$ cat src/rtl/rectFillPkg.sv
package rectFillPkg;
  localparam logic [7:0] OP_BRUSH = 8'hF0;
  localparam logic [7:0] OP_BLACK = 8'h00;
  localparam logic [7:0] OP_WHITE = 8'hFF;

  typedef enum logic [1:0] {S_IDLE, S_CHECK, S_RUN, S_FIN} fillState_t;

  typedef struct packed {
    logic load;
    logic step;
  } fillStrobe_t;

  function automatic logic [2:0] bytesPerPixel(input logic [3:0] dt);
    case (dt)
      4'd2:       return 3'd1;
      4'd3, 4'd4: return 3'd2;
      4'd5:       return 3'd3;
      4'd6:       return 3'd4;
      default:    return 3'd0;
    endcase
  endfunction
endpackage

$ cat src/rtl/rectFillDp.sv
module rectFillDp
  import rectFillPkg::*;
#(
  parameter int COORD_W   = 16,
  parameter int PITCH_W   = 14,
  parameter int ADDR_W    = 24,
  parameter int MEM_BYTES = 1 << 20
) (
  input  logic               clk,
  input  logic               rstN,
  input  fillStrobe_t        strb,
  input  logic [31:0]        mixReg,
  input  logic               dirLeftToRight,
  input  logic               dirTopToBottom,
  input  logic               useDstRegs,
  input  logic [3:0]         dataType,
  input  logic [COORD_W-1:0] dstX,
  input  logic [COORD_W-1:0] dstY,
  input  logic [COORD_W-1:0] rectW,
  input  logic [COORD_W-1:0] rectH,
  input  logic [PITCH_W-1:0] dstPitch,
  input  logic [ADDR_W-1:0]  dstOffset,
  input  logic [PITCH_W-1:0] defPitch,
  input  logic [ADDR_W-1:0]  defOffset,
  input  logic [31:0]        brushColor,
  input  logic [23:0]        palBlack,
  input  logic [23:0]        palWhite,
  output logic [ADDR_W-1:0]  memAddr,
  output logic [31:0]        memData,
  output logic [3:0]         memBe,
  output logic               cmdBad,
  output logic               cmdUnimp,
  output logic               cmdEmpty,
  output logic               lastPix,
  output logic [COORD_W-1:0] newDstY
);
  localparam int CALC_W = 48;
  localparam int LIMIT  = 16'h3FFF;

  logic [CALC_W-1:0]  sxQ, syQ, baseQ, pitchQ;
  logic [COORD_W-1:0] wQ, hQ, rowQ, colQ;
  logic [2:0]         bppQ;
  logic [31:0]        fillQ;
  logic               opOkQ, ttbQ;

  logic [CALC_W-1:0] sxNext, syNext, bppWide, pixAddr, spanEnd;
  logic [31:0]       fillNext;
  logic              opOkNext;

  always_comb begin
    sxNext = dirLeftToRight ? CALC_W'(dstX)
                            : 32'(CALC_W'(dstX) + 1 - CALC_W'(rectW));
    syNext = dirTopToBottom ? CALC_W'(dstY)
                            : 32'(CALC_W'(dstY) + 1 - CALC_W'(rectH));
    opOkNext = 1'b1;
    case (mixReg[23:16])
      OP_BRUSH: fillNext = brushColor;
      OP_BLACK: fillNext = {8'hFF, palBlack};
      OP_WHITE: fillNext = {8'hFF, palWhite};
      default: begin
        fillNext = 32'd0;
        opOkNext = 1'b0;
      end
    endcase
  end

  always_ff @(posedge clk) begin
    if (!rstN) begin
      sxQ <= '0; syQ <= '0; baseQ <= '0; pitchQ <= '0;
      wQ <= '0; hQ <= '0; rowQ <= '0; colQ <= '0;
      bppQ <= '0; fillQ <= '0; opOkQ <= 1'b0; ttbQ <= 1'b0;
    end else if (strb.load) begin
      sxQ    <= sxNext;
      syQ    <= syNext;
      baseQ  <= CALC_W'(useDstRegs ? dstOffset : defOffset);
      pitchQ <= CALC_W'(useDstRegs ? dstPitch : defPitch);
      wQ     <= rectW;
      hQ     <= rectH;
      bppQ   <= bytesPerPixel(dataType);
      fillQ  <= fillNext;
      opOkQ  <= opOkNext;
      ttbQ   <= dirTopToBottom;
      rowQ   <= '0;
      colQ   <= '0;
    end else if (strb.step) begin
      if (colQ == wQ - 1'b1) begin
        colQ <= '0;
        rowQ <= rowQ + 1'b1;
      end else begin
        colQ <= colQ + 1'b1;
      end
    end
  end

  always_comb begin
    bppWide = CALC_W'(bppQ);
    pixAddr = baseQ + (syQ + CALC_W'(rowQ)) * pitchQ + (sxQ + CALC_W'(colQ)) * bppWide;
    spanEnd = baseQ + sxQ * bppWide + (syQ + CALC_W'(hQ)) * pitchQ;
    cmdBad  = (bppQ == 3'd0) || (pitchQ == '0) ||
              (sxQ > CALC_W'(LIMIT)) || (syQ > CALC_W'(LIMIT)) ||
              (baseQ >= CALC_W'(MEM_BYTES)) || (spanEnd >= CALC_W'(MEM_BYTES));
    cmdUnimp = !opOkQ;
    cmdEmpty = (wQ == '0) || (hQ == '0);
    lastPix  = (colQ == wQ - 1'b1) && (rowQ == hQ - 1'b1);
    memAddr  = pixAddr[ADDR_W-1:0];
    newDstY  = ttbQ ? COORD_W'(syQ + CALC_W'(hQ)) : COORD_W'(syQ);
  end

  for (genvar lane = 0; lane < 4; lane++) begin : gLane
    assign memBe[lane] = (3'(lane) < bppQ);
    assign memData[lane*8 +: 8] = memBe[lane] ? fillQ[lane*8 +: 8] : 8'h00;
  end

  assert_be_low_lanes_R4: assert property (@(posedge clk) disable iff (!rstN)
    (bppQ != 3'd0) |-> (memBe[0] && $countones(memBe) == int'(bppQ)));
endmodule

$ cat src/rtl/rectFillCtrl.sv
module rectFillCtrl
  import rectFillPkg::*;
(
  input  logic        clk,
  input  logic        rstN,
  input  logic        start,
  input  logic        cmdBad,
  input  logic        cmdUnimp,
  input  logic        cmdEmpty,
  input  logic        lastPix,
  input  logic        memReady,
  output fillStrobe_t strb,
  output logic        memReq,
  output logic        busy,
  output logic        done,
  output logic        unimpFlag,
  output logic        errFlag
);
  fillState_t state, stateNext;

  always_comb begin
    stateNext = state;
    strb      = '0;
    case (state)
      S_IDLE: if (start) begin
        strb.load = 1'b1;
        stateNext = S_CHECK;
      end
      S_CHECK: begin
        if (cmdBad || cmdUnimp) stateNext = S_IDLE;
        else if (cmdEmpty)      stateNext = S_FIN;
        else                    stateNext = S_RUN;
      end
      S_RUN: if (memReady) begin
        if (lastPix) stateNext = S_FIN;
        else         strb.step = 1'b1;
      end
      default: stateNext = S_IDLE;
    endcase
  end

  always_ff @(posedge clk) begin
    if (!rstN) state <= S_IDLE;
    else       state <= stateNext;
  end

  assign memReq    = (state == S_RUN);
  assign busy      = (state != S_IDLE);
  assign done      = (state == S_FIN);
  assign errFlag   = (state == S_CHECK) && cmdBad;
  assign unimpFlag = (state == S_CHECK) && !cmdBad && cmdUnimp;

  assert_single_outcome_R3: assert property (@(posedge clk) disable iff (!rstN)
    $onehot0({done, errFlag, unimpFlag}));
  assert_no_write_after_unimp_R3: assert property (@(posedge clk) disable iff (!rstN)
    unimpFlag |=> !memReq);
  assert_no_write_after_err_R8: assert property (@(posedge clk) disable iff (!rstN)
    errFlag |=> !memReq);
endmodule

$ cat src/rtl/rectFill.sv
module rectFill
  import rectFillPkg::*;
#(
  parameter int COORD_W   = 16,
  parameter int PITCH_W   = 14,
  parameter int ADDR_W    = 24,
  parameter int MEM_BYTES = 1 << 20
) (
  input  logic               clk,
  input  logic               rstN,
  input  logic               start,
  input  logic [31:0]        mixReg,
  input  logic               dirLeftToRight,
  input  logic               dirTopToBottom,
  input  logic               useDstRegs,
  input  logic [3:0]         dataType,
  input  logic [COORD_W-1:0] dstX,
  input  logic [COORD_W-1:0] dstY,
  input  logic [COORD_W-1:0] rectW,
  input  logic [COORD_W-1:0] rectH,
  input  logic [PITCH_W-1:0] dstPitch,
  input  logic [ADDR_W-1:0]  dstOffset,
  input  logic [PITCH_W-1:0] defPitch,
  input  logic [ADDR_W-1:0]  defOffset,
  input  logic [31:0]        brushColor,
  input  logic [23:0]        palBlack,
  input  logic [23:0]        palWhite,
  output logic               memReq,
  output logic [ADDR_W-1:0]  memAddr,
  output logic [31:0]        memData,
  output logic [3:0]         memBe,
  input  logic               memReady,
  output logic               busy,
  output logic               done,
  output logic               unimpFlag,
  output logic               errFlag,
  output logic [COORD_W-1:0] newDstY
);
  fillStrobe_t strb;
  logic cmdBad, cmdUnimp, cmdEmpty, lastPix;

  rectFillCtrl ctrl_i (
    .clk, .rstN, .start, .cmdBad, .cmdUnimp, .cmdEmpty, .lastPix, .memReady,
    .strb, .memReq, .busy, .done, .unimpFlag, .errFlag
  );

  rectFillDp #(
    .COORD_W(COORD_W), .PITCH_W(PITCH_W), .ADDR_W(ADDR_W), .MEM_BYTES(MEM_BYTES)
  ) dp_i (
    .clk, .rstN, .strb, .mixReg, .dirLeftToRight, .dirTopToBottom, .useDstRegs,
    .dataType, .dstX, .dstY, .rectW, .rectH, .dstPitch, .dstOffset, .defPitch,
    .defOffset, .brushColor, .palBlack, .palWhite, .memAddr, .memData, .memBe,
    .cmdBad, .cmdUnimp, .cmdEmpty, .lastPix, .newDstY
  );

  assert_stall_hold_R9: assert property (@(posedge clk) disable iff (!rstN)
    (memReq && !memReady) |=> (memReq && $stable(memAddr) && $stable(memData) && $stable(memBe)));
  assert_write_in_memory_R8: assert property (@(posedge clk) disable iff (!rstN)
    memReq |-> (32'(memAddr) + 32'($countones(memBe)) <= 32'(MEM_BYTES)));
endmodule

$ cat config.mk
export PLATFORM = sky130hd
export DESIGN_NAME = rectFill
export DESIGN_NICKNAME = d
export VERILOG_FILES = /design/src/rtl/rectFillPkg.sv /design/src/rtl/rectFillDp.sv /design/src/rtl/rectFillCtrl.sv /design/src/rtl/rectFill.sv
export SDC_FILE = /design/constraint.sdc
export NUM_CORES = 2
export LEC_CHECK = 0
export BUFFER_PORTS_ARGS = -buffer_cell sky130_fd_sc_hd__buf_2
export CAP_MARGIN = 20
export CORE_UTILIZATION = 45
export CTS_CLUSTER_SIZE = 28
export DETAILED_ROUTE_END_ITERATION = 8
export SLEW_MARGIN = 5
export SYNTH_ARGS = -nofsm -noshare
export SYNTH_HDL_FRONTEND = slang
export SYNTH_SLANG_ARGS = --single-unit
$ cat constraint.sdc
create_clock -name clk -period 25.7 [get_ports clk]
set_input_delay 5.14 -clock clk [delete_from_list [all_inputs] [get_ports clk]]
set_output_delay 5.14 -clock clk [all_outputs]
set_load 0.01 [all_outputs]
==> impl_metrics.env <==
export IMPL_outcome="finished clean"
export IMPL_clock_insertion_delay_worst_skew_ns=0.58
export IMPL_fin_nets=7340
export IMPL_hold_path_depth=2
export IMPL_yosys_area_share_simple=0.173
export IMPL_worst_path_max_delay_cell="sky130_fd_sc_hd__a2111oi_0"
export IMPL_htreeDepth=1
export IMPL_synth_cells=5539
export IMPL_ir_worst_vdd_mv=0.0741
export IMPL_top_delay_family_on_crit_path="adder cells"
export IMPL_number_of_fillers_in_the_final_layout=10200
export IMPL_final_setup_tns_ns=0
export IMPL_placement_io_buffers=319
export IMPL_cts_root_buffer="sky130_fd_sc_hd__clkbuf_16"
export IMPL_tritoncts_clock_tree="yes"
export IMPL_synth_adder_area_share=0.484
export IMPL_fp_dieH_um=326
export IMPL_gr_usage_all_layers=0.266
export IMPL_design_portCount=344
export IMPL_vias=38100
export IMPL_power_report_internal_total_w=0.00118
export IMPL_grt_antenna_before_repair=3
export IMPL_grt_overflow=0
export IMPL_synth_nets=7174
export IMPL_final_layout_size_suffix_gt1_frac=0.0889
export IMPL_detail_route_wl_per_cell_um=19.7
export IMPL_power_clock_fraction=0.162
export IMPL_timing_rr_end="ctrl_i.state[1]"
export IMPL_final_min_clock_period_ns=19.43
export IMPL_cp_data_arrival_time_ns=14.29
export IMPL_post_route_drc_count=0
export IMPL_post_synth_top_flop="sky130_fd_sc_hd__dfxtp_1"
export IMPL_cts_buffer_depth=3
export IMPL_synth_warnings=0
export IMPL_number_of_clock_sinks=205
export IMPL_total_leakage_power_nw=27.6
export IMPL_cp_max_fo=11
export IMPL_tritoncts_num_buffers=25
export IMPL_postCtsSetupBuffers=0
export IMPL_post_synth_instance_area_mm2=0.0472
export IMPL_synth_area_mux_share=0.0146
export IMPL_ys_seq_area_frac=0.0869
export IMPL_synth_compound_gate_area_share=0.0950
export IMPL_postSynthAreaPerCell_um2=8.53
export IMPL_postCtsResizedCells=0
export IMPL_global_route_wire_length_before_repair_mm=221
export IMPL_fin_worst_skew_ns=0.0172
export IMPL_antenna_violating_nets_post_route=0
export IMPL_design_die_area_mm2=0.106
export IMPL_place_gp_congestion=0.932
export IMPL_max_cap_violations=0
export IMPL_critPathMostFrequentCell="sky130_fd_sc_hd__fa_1"
export IMPL_critPathBufInv=7
export IMPL_finalMaxSlewViolations=0
export IMPL_min_path_type="reg -> reg"
export IMPL_die_x_um=326
export IMPL_timing_final_crit_share=0.756
export IMPL_async_reset_ff_frac=0
export IMPL_setup_viol=0
export IMPL_maxClockFrequency_ghz=0.0515
export IMPL_timing_critical_path_required_ns=20.56
export IMPL_pre_repair_dr_iteration_count=5
export IMPL_synth_top_family_by_area="adder cells"
export IMPL_seq_power_share=0.160
export IMPL_critical_path_class="reg -> out"
export IMPL_worstMarginPinSlew_ns=1.12
export IMPL_critical_path_cell_count=43
export IMPL_yosys_cell_types_count=85
export IMPL_clk_pin_slew_ns=0.06
export IMPL_grt_pass1_vias=39100
export IMPL_relSlewSlack=0.248
export IMPL_maximum_number_of_pins_on_one_net_before_global_route_repair=87
export IMPL_core_area_mm2=0.104
export IMPL_worstSetupStartpoint="dp_i.hQ[0]"
export IMPL_ys_ff_latch=205
export IMPL_vias_per_cell=5.36
export IMPL_critical_path_startpoint_type="flop"
export IMPL_dpl_hpwl_mm=115
export IMPL_reg2reg_from="dp_i.hQ[0]"
export IMPL_holdBufCountCts=0
export IMPL_hold_viol_final=0
export IMPL_worst_setup_path_end_kind="primary output"
export IMPL_detailedRoute_firstIterationViolations=2231
export IMPL_switching_power_w=0.00115
export IMPL_edff_count_synth=0
export IMPL_netSwitchingFraction=0.494
export IMPL_layout_area_overhead_vs_synth_pct=8.31
export IMPL_postRouteWirelength_mm=140
export IMPL_timing_critical_path_to="unimpFlag"
export IMPL_rsz0062_at_grt="no"
export IMPL_fin_total_pwr_w=0.00234
export IMPL_power_per_unit_of_standard_cell_area_mw_per_mm2=45.7
export IMPL_cells_on_worst_reg2reg_path=42
export IMPL_post_synth_xor_area_fraction=0.0441
export IMPL_timing_critical_path_slowest_cell_delay_ns=0.81
export IMPL_pwr_share_comb=0.678
export IMPL_placement_rows=118
export IMPL_floorplan_initialDensity=0.455
export IMPL_ff2ff_setup_slack_ns=12.64
Yosys cell counts (13+ instances only):
cell type | count | share of area
sky130_fd_sc_hd__a21oi_1 | 180 | 0.019
sky130_fd_sc_hd__dfxtp_1 | 205 | 0.087
sky130_fd_sc_hd__o31ai_1 | 13 | 0.0021
sky130_fd_sc_hd__or3_1 | 29 | 0.0038
sky130_fd_sc_hd__and2_1 | 347 | 0.046
sky130_fd_sc_hd__a21o_1 | 90 | 0.014
sky130_fd_sc_hd__inv_1 | 1039 | 0.083
sky130_fd_sc_hd__fa_1 | 756 | 0.32
sky130_fd_sc_hd__nor2_1 | 205 | 0.016
sky130_fd_sc_hd__nand2_1 | 765 | 0.061
sky130_fd_sc_hd__nor4_1 | 31 | 0.0041
sky130_fd_sc_hd__nor3_1 | 46 | 0.0049
sky130_fd_sc_hd__a222oi_1 | 24 | 0.0051
sky130_fd_sc_hd__o21a_1 | 21 | 0.0033
sky130_fd_sc_hd__a21boi_0 | 15 | 0.0024
sky130_fd_sc_hd__xor2_1 | 71 | 0.013
sky130_fd_sc_hd__xnor2_1 | 154 | 0.029
sky130_fd_sc_hd__nor2b_1 | 49 | 0.0065
sky130_fd_sc_hd__o211ai_1 | 21 | 0.0033
sky130_fd_sc_hd__mux2_2 | 16 | 0.0038
sky130_fd_sc_hd__and3_1 | 49 | 0.0065
sky130_fd_sc_hd__nand2b_1 | 19 | 0.0025
sky130_fd_sc_hd__a31oi_1 | 16 | 0.0021
sky130_fd_sc_hd__mux2i_1 | 51 | 0.011
sky130_fd_sc_hd__ha_1 | 616 | 0.16
sky130_fd_sc_hd__a211oi_1 | 63 | 0.010
sky130_fd_sc_hd__nand3_1 | 59 | 0.0063
sky130_fd_sc_hd__o21ai_0 | 131 | 0.014
sky130_fd_sc_hd__clkbuf_1 | 243 | 0.019
sky130_fd_sc_hd__nand4_1 | 34 | 0.0045
sky130_fd_sc_hd__o21bai_1 | 24 | 0.0038
placed cells by master (no fill, tap or decap), types with 15 or more instances in the layout:
cell type / n
sky130_fd_sc_hd__mux2i_1: 51
sky130_fd_sc_hd__o21ai_0: 131
sky130_fd_sc_hd__fa_1: 756
sky130_fd_sc_hd__and2_1: 346
sky130_fd_sc_hd__inv_1: 1039
sky130_fd_sc_hd__a21oi_1: 180
sky130_fd_sc_hd__a31oi_1: 16
sky130_fd_sc_hd__or3_1: 29
sky130_fd_sc_hd__xor2_1: 61
sky130_fd_sc_hd__buf_2: 319
sky130_fd_sc_hd__xnor2_1: 151
sky130_fd_sc_hd__nor3_1: 46
sky130_fd_sc_hd__o211ai_1: 21
sky130_fd_sc_hd__clkbuf_16: 25
sky130_fd_sc_hd__dfxtp_1: 190
sky130_fd_sc_hd__nor2_1: 201
sky130_fd_sc_hd__nand3_1: 59
sky130_fd_sc_hd__nand2b_1: 19
sky130_fd_sc_hd__mux2_2: 16
sky130_fd_sc_hd__ha_1: 616
sky130_fd_sc_hd__a211oi_1: 63
sky130_fd_sc_hd__nand4_1: 34
sky130_fd_sc_hd__a222oi_1: 24
sky130_fd_sc_hd__and3_1: 49
sky130_fd_sc_hd__buf_4: 72
sky130_fd_sc_hd__dfxtp_2: 15
sky130_fd_sc_hd__o21bai_1: 23
sky130_fd_sc_hd__a21boi_0: 15
sky130_fd_sc_hd__nand2_1: 764
sky130_fd_sc_hd__nor4_1: 31
sky130_fd_sc_hd__nor2b_1: 49
sky130_fd_sc_hd__o21a_1: 21
sky130_fd_sc_hd__a21o_1: 90
logic make-up after synthesis:
kind of cell / Yosys count
buf+inv: 1292
mux: 67
xor+xnor: 230
flops: 205
fa+ha+maj: 1372
simple gates: 1693
compound gates: 680
routing by layer:
metal  global-route usage  routed length (um)  up-vias  share of wire
li1                     -                   -    17800              -
met1                0.363               61500    18900           0.44
met2                0.440               64900     1175           0.46
met3               0.0443               10100      159          0.072
met4               0.0621                3560        0          0.025
met5                    0                   0        -              0
worst min path at each step:
| stage | startpoint | endpoint | slack, ns |
|---|---|---|---|
| after floorplan | dp_i.fillQ[26] | dp_i.fillQ[26] | 0.42 |
| after global placement | dp_i.fillQ[30] | dp_i.fillQ[30] | 0.42 |
| after detailed placement | dp_i.fillQ[6] | dp_i.fillQ[6] | 0.44 |
| after CTS | dp_i.fillQ[6] | dp_i.fillQ[6] | 0.45 |
| after global routing | dp_i.fillQ[7] | dp_i.fillQ[7] | 0.47 |
| final | dp_i.fillQ[27] | dp_i.fillQ[27] | 0.45 |
flip-flops by register name, summed over array words and instances (netlist names):
| name | count |
|---|---|
| dp_i.sxQ | 32 |
| dp_i.ttbQ | 1 |
| dp_i.wQ | 16 |
| dp_i.baseQ | 24 |
| dp_i.pitchQ | 14 |
| dp_i.syQ | 32 |
| ctrl_i.state | 2 |
| dp_i.fillQ | 32 |
| dp_i.colQ | 16 |
| dp_i.rowQ | 16 |
| dp_i.opOkQ | 1 |
| dp_i.hQ | 16 |
| dp_i.bppQ | 3 |
stage by stage:
step	instance area, um2	hold WS (ns)	utilization	setup slack [ns]	std cells
global route	51200	0.466	0.493	5.83	7105
CTS	51100	0.451	0.493	6.36	7103
floorplan	47200	0.417	-	9.89	5539
finish	51200	0.445	0.493	6.27	7106
global placement	50300	0.425	0.485	7.11	7058
detailed placement	50300	0.436	0.485	7.08	7058
worst reg2reg max path: cells and delay by family, from the launching register on:
kind,cells,cell delay [ns]
fa+ha+maj,12,5.54
compound gates,17,4.63
simple gates,6,1.53
buf+inv,6,0.55
flops,1,0.38
xor+xnor,1,0.29
power groups by stage:
stage,logic (W),clock network [W],registers [W]
after global routing,0.00180,0.000397,0.000376
after floorplan,0.00112,0,0.000355
after CTS,0.00159,0.000387,0.000374
after detailed placement,0.00157,0,0.000381
after global placement,0.00156,0,0.000380
final,0.00159,0.000379,0.000374
cell type report:
| class | count | area (um2) | share of cell area |
|---|---|---|---|
| multi-input combinational | 4042 | 38400 | 0.751 |
| sequential | 205 | 4120 | 0.0806 |
| inverter | 1040 | 3910 | 0.0763 |
| timing repair buffer | 391 | 2140 | 0.0418 |
| tap | 1380 | 1730 | 0.0338 |
| clock buffer | 32 | 682 | 0.0133 |
| clock inverter | 13 | 165 | 0.00323 |
| antenna | 3 | 7.51 | 0.000147 |
(Power assumes the default switching activity.)
